<file path="src/rtl/flit_adapter.sv">
module flit_adapter #(
  parameter int DATA_W = 32,
  parameter int X_W    = 4,
  parameter int Y_W    = 4,
  parameter int TAG_W  = 8
) (
  input  logic                clk,
  input  logic                rst_n,
  input  logic                tx_valid,
  output logic                tx_ack,
  input  logic [X_W-1:0]      tx_dst_x,
  input  logic [Y_W-1:0]      tx_dst_y,
  input  logic [TAG_W-1:0]    tx_tag,
  input  logic [DATA_W-1:0]   tx_data,
  input  logic                tx_last,
  output logic                lo_valid,
  input  logic                lo_ack,
  output logic [DATA_W+1:0]   lo_flit,
  input  logic                ri_valid,
  output logic                ri_ack,
  input  logic [DATA_W+1:0]   ri_flit,
  output logic                rx_valid,
  input  logic                rx_ack,
  output logic [DATA_W-1:0]   rx_data,
  output logic                rx_last,
  output logic                rx_first,
  output logic [TAG_W-1:0]    rx_tag,
  output logic                rx_err
);
  localparam int FLIT_W = DATA_W + 2;
  localparam int BEG    = DATA_W + 1;
  localparam int FIN    = DATA_W;
  localparam int TAG_LO = X_W + Y_W;

  // transmit side
  logic              tx_in_pkt, out_v;
  logic [FLIT_W-1:0] out_flit;
  logic [DATA_W-1:0] hdr_word;
  logic              can_load, hdr_load, pay_load;

  assign can_load = !out_v || lo_ack;
  assign hdr_load = tx_valid && !tx_in_pkt && can_load;
  assign pay_load = tx_valid && tx_in_pkt && can_load;
  assign tx_ack   = pay_load;
  assign lo_valid = out_v;
  assign lo_flit  = out_flit;

  always_comb begin
    hdr_word                  = '0;
    hdr_word[X_W-1:0]         = tx_dst_x;
    hdr_word[X_W +: Y_W]      = tx_dst_y;
    hdr_word[TAG_LO +: TAG_W] = tx_tag;
  end

  always_ff @(posedge clk) begin
    if (!rst_n) begin
      tx_in_pkt <= 1'b0;
      out_v     <= 1'b0;
      out_flit  <= '0;
    end else if (hdr_load) begin
      out_v     <= 1'b1;
      out_flit  <= {1'b1, 1'b0, hdr_word};
      tx_in_pkt <= 1'b1;
    end else if (pay_load) begin
      out_v     <= 1'b1;
      out_flit  <= {1'b0, tx_last, tx_data};
      tx_in_pkt <= !tx_last;
    end else if (lo_ack) begin
      out_v     <= 1'b0;
    end
  end

  // receive side
  logic              rx_in_pkt, first_pend, rv, rl, rf, er;
  logic [DATA_W-1:0] rd;
  logic [TAG_W-1:0]  rt, tag_hold;
  logic              f_beg, f_end, out_free, deliver;

  assign f_beg    = ri_flit[BEG];
  assign f_end    = ri_flit[FIN];
  assign out_free = !rv || rx_ack;
  assign ri_ack   = ri_valid && (f_beg || !rx_in_pkt || out_free);
  assign deliver  = ri_ack && !f_beg && rx_in_pkt;

  assign rx_valid = rv;
  assign rx_data  = rd;
  assign rx_last  = rl;
  assign rx_first = rf;
  assign rx_tag   = rt;
  assign rx_err   = er;

  always_ff @(posedge clk) begin
    if (!rst_n) begin
      rx_in_pkt  <= 1'b0;
      first_pend <= 1'b0;
      tag_hold   <= '0;
      er         <= 1'b0;
      rv         <= 1'b0;
      rd         <= '0;
      rl         <= 1'b0;
      rf         <= 1'b0;
      rt         <= '0;
    end else begin
      er <= ri_ack && (f_beg ? rx_in_pkt : !rx_in_pkt);
      if (ri_ack && f_beg) begin
        rx_in_pkt  <= 1'b1;
        first_pend <= 1'b1;
        tag_hold   <= ri_flit[TAG_LO +: TAG_W];
      end else if (deliver) begin
        first_pend <= 1'b0;
        if (f_end) rx_in_pkt <= 1'b0;
      end
      if (deliver) begin
        rv <= 1'b1;
        rd <= ri_flit[DATA_W-1:0];
        rl <= f_end;
        rf <= first_pend;
        rt <= tag_hold;
      end else if (rx_ack) begin
        rv <= 1'b0;
      end
    end
  end

  p_lo_hold_r6: assert property (@(posedge clk) disable iff (!rst_n)
    lo_valid && !lo_ack |=> lo_valid && $stable(lo_flit));

  p_no_dual_frame_r3: assert property (@(posedge clk) disable iff (!rst_n)
    lo_valid |-> !(lo_flit[BEG] && lo_flit[FIN]));

  p_ack_loads_payload_r5: assert property (@(posedge clk) disable iff (!rst_n)
    tx_ack |=> lo_valid && !lo_flit[BEG]);

  p_rx_hold_r10: assert property (@(posedge clk) disable iff (!rst_n)
    rx_valid && !rx_ack |=> rx_valid && $stable({rx_data, rx_last, rx_first, rx_tag}));

  p_err_follows_accept_r9: assert property (@(posedge clk) disable iff (!rst_n)
    rx_err |-> $past(ri_valid && ri_ack));
endmodule

</file>
<file path="config.mk">
export PLATFORM = sky130hd
export DESIGN_NAME = flit_adapter
export DESIGN_NICKNAME = d
export VERILOG_FILES = /design/src/rtl/flit_adapter.sv
export SDC_FILE = /design/constraint.sdc
export NUM_CORES = 1
export LEC_CHECK = 0
export ABC_CLOCK_PERIOD_IN_PS = 1300
export BUFFER_PORTS_ARGS = -buffer_cell sky130_fd_sc_hd__buf_2
export CAP_MARGIN = 20
export CORE_AREA = 10 10 105 107
export CTS_BUF_LIST = sky130_fd_sc_hd__clkbuf_4
export DETAILED_ROUTE_END_ITERATION = 16
export DIE_AREA = 0 0 115 117
export GPL_TIMING_DRIVEN = 0
export PLACE_DENSITY_LB_ADDON = 0.2
export SYNTH_ARGS = -nofsm -noshare
export SYNTH_HDL_FRONTEND = slang
export SYNTH_SLANG_ARGS = --single-unit
</file>
<file path="constraint.sdc">
create_clock -name clk -period 1.3 [get_ports clk]
set_input_delay 0.065 -clock clk [delete_from_list [all_inputs] [get_ports clk]]
set_output_delay 0.065 -clock clk [all_outputs]
set_load 0.1 [all_outputs]
</file>
==> summary.txt <==
CTS
  • Root Buffer: clkbuf_4
  • Clk buf depth: 2
  • CTS tree: built
  • Skew-Pair Late Insertion Delay: 0.43 ns
  • H-tree Lvls: 3
  • CTS clk-pin slew, worst paths: 0.13 ns
  • Num CTS Buffers: 9
  • Clock sinks: 90

Setup path
  • CP max stage cell: dfxtp_4
  • CP cell instances: ha_4, nand3b_4, and2_4, buf_12
  • Reg2reg setup slack: -0.11 ns
  • R2R Path Start: rx_in_pkt
  • Critical path endpoint category: primary output
  • CP peak stage delay: 0.38 ns
  • Critical Path Start Type: flip-flop
  • Crit path from: rx_in_pkt
  • Worst-path maximum fanout: 3
  • Worst EP arrival: 1.35 ns
  • Crit path required time: 1.24 ns
  • Setup Crit Path Kind: reg -> out

Status
  • Outcome: finished with violations
  • Failing checks: negative setup slack

Floorplanning
  • Die Y: 117 um
  • Initial core utilization: 0.423
  • Core Footprint: 9020 sq um
  • Die width: 115 um
  • Die area: 13500 sq um
  • I/O pin total: 170
  • Row Count: 35

Yosys
  • Synth async-reset ratio: 0
  • Sequential fraction of the synthesis area: 0.472
  • Mapped cell area: 3810 sq um
  • Post-synthesis cell type count: 31
  • Number of synthesized flops with an enable pin: 0
  • Syn nets: 473
  • Commonest register cell after synthesis: dfxtp_1
  • Yosys reg bits: 90
  • Avg Inst Size Synth: 9.96 sq um
  • Mapped Cells: 383
  • Yosys warnings: 0

STA
  • Final period util: 1.09
  • Normalized max-slew margin: 0.591
  • Final setup vio count: 22
  • Fmax: 707 MHz
  • Worst-Margin Slew: 0.614 ns
  • Hold Violations, Final: 0
  • Clk_skew: 0.0230 ns
  • Post-route minimum period: 1.41 ns
  • RSZ-0062 raised after global routing: true
  • Final max-slew violation count: 0
  • Final Worst Setup Slack: -0.115 ns

Finish
  • Layout cells sized above 1: 0.392
  • Storage element area: 1840 sq um
  • FILL cells: 668
  • Final nets: 745
  • Fin cells: 772
  • Area of the multi-input gates: 1770 sq um
  • Util after Layout: 0.696
  • Layout area overhead: 64.7%

Min path
  • Hold_sp: ri_valid
  • HP Class: in -> reg

GRT
  • Antenna violations before repair: 1
  • First-pass GRT wire length: 21500 um
  • Total congestion overflow: 0
  • Pin count of the biggest net entering global routing: 16
  • GR Util All Layers: 0.198
  • Vias in the first global route: 4223

Placement
  • Post-DP HPWL: 8880 um
  • Worst slack, placed: -0.0728 ns
  • # port buffers: 167
  • Global placer's final weighted congestion: 0.774
  • Placed cell count: 661

Route
  • Vias/cell: 5.06
  • Vias: 3907
  • DRC errors left: 0
  • Overall routed net length: 13900 um
  • Post-DRT Antenna Nets: 0
  • WL/cell: 18.0 um
  • Drt pass-1 iters: 6
  • Starting DRC count in detailed routing: 163

Power and ir drop
  • Leakage: 0.00291 uW
  • Max IR drop VDD: 690 uV
  • Pwr dens: 995 nW/um^2
  • Overall Power: 6250 uW

Run
  • Total of max-cap violations: 0
==> synth_stat cells (all sizes together) (3+ instances only) <==
master / number / area (sq um)
mux2i: 66 / 661
and3: 3 / 20.0
buf: 22 / 215
o211a: 17 / 170
nand4: 17 / 106
clkbuf: 14 / 52.6
nand2: 84 / 315
a21boi: 19 / 143
o21ai: 17 / 85.1
dfxtp: 90 / 1800
inv: 3 / 13.8
nand3: 16 / 80.1
==> stage by stage <==
step,setup TNS (ns),hold WS [ns],cell area [sq um]
floorplan,-0.144,0.207,3870
global placement,-0.460,0.312,4840
detailed placement,-1.27,0.320,4840
CTS,-2.06,0.00556,6200
global route,-3.71,0.0445,6280
finish,-1.32,0.0413,6280
==> registers in the layout (all words and copies together) (netlist names) <==
register and count:
lo_flit 34, rx_data 32, rx_tag 8, tag_hold 8, first_pend 1, lo_valid 1, rx_err 1, rx_first 1
rx_in_pkt 1, rx_last 1, rx_valid 1, tx_in_pkt 1
==> per-layer routing <==
| metal | global-route usage | up-vias | wire length (um) |
|---|---|---|---|
| li1 | - | 1872 | - |
| met1 | 0.210 | 1851 | 5180 |
| met2 | 0.349 | 157 | 7160 |
| met3 | 0.0693 | 27 | 1150 |
| met4 | 0.0833 | 0 | 383 |
| met5 | 0 | - | 0 |
==> report_power, final <==
part | switching [uW] | internal [uW] | total [uW]
logic | 1100 | 654 | 1750
registers | 62.2 | 2860 | 2930
clock network | 983 | 585 | 1570
total | 2150 | 4100 | 6250
==> path summary, 6_finish.rpt <==
check	to	cells after the start
min	rx_in_pkt	3
max	ri_ack	4
min reg2reg	rx_data[17]	2
max reg2reg	rx_data[1]	7
==> cell type report <==
cell class                 instances  area share
clock buffer                       9      0.0108
tap                              111      0.0221
antenna                            1    0.000398
timing repair buffer             263       0.331
buffer                            34      0.0476
inverter                           3     0.00219
clock inverter                     7      0.0110
sequential                        90       0.293
multi-input combinational        254       0.282
==> what timing repair did <==
action | in CTS | in global routing
resized for setup | 98 | 25
hold endpoints to repair | 73 | 0
buffers inserted | 12 | 7
pin swaps | 4 | 3
hold buffers | 75 | 0
cloned | 3 | 2
setup endpoints to repair | 113 | 80
==> cells by family (layout without fill, tap and decap cells) <==
| group | Yosys count | in the layout | synth area share |
|---|---|---|---|
| other cells | 0 | 1 | 0 |
| fa+ha+maj | 1 | 1 | 0.00328 |
| flops | 90 | 90 | 0.472 |
| compound gates | 57 | 57 | 0.111 |
| mux | 66 | 66 | 0.173 |
| buf+inv | 39 | 316 | 0.0738 |
| simple gates | 130 | 130 | 0.166 |
==> critical path, delay by kind of cell (launching register included) <==
family	cells	cell delay (ns)
DFF	1	0.38
adders and majority gates	1	0.16
buffers and inverters	1	0.16
and+or+nand+nor	2	0.22
==> cell usage in the layout, fill, tap and decap left out, types with 7 or more instances in the layout <==
cell / Yosys / layout
buf_2: 8 / 91
buf_4: 7 / 84
nand2_1: 84 / 84
dlygate4sd3_1: 0 / 75
dfxtp_1: 90 / 69
mux2i_1: 66 / 63
nand4_1: 17 / 17
o211a_1: 17 / 17
clkbuf_4: 0 / 17
dfxtp_2: 0 / 17
o21ai_0: 17 / 16
nand3_1: 16 / 16
clkbuf_1: 14 / 13
buf_12: 5 / 12
a21boi_1: 10 / 10
a21boi_0: 9 / 9
buf_6: 2 / 7
Power figures use the tool's default switching activity.
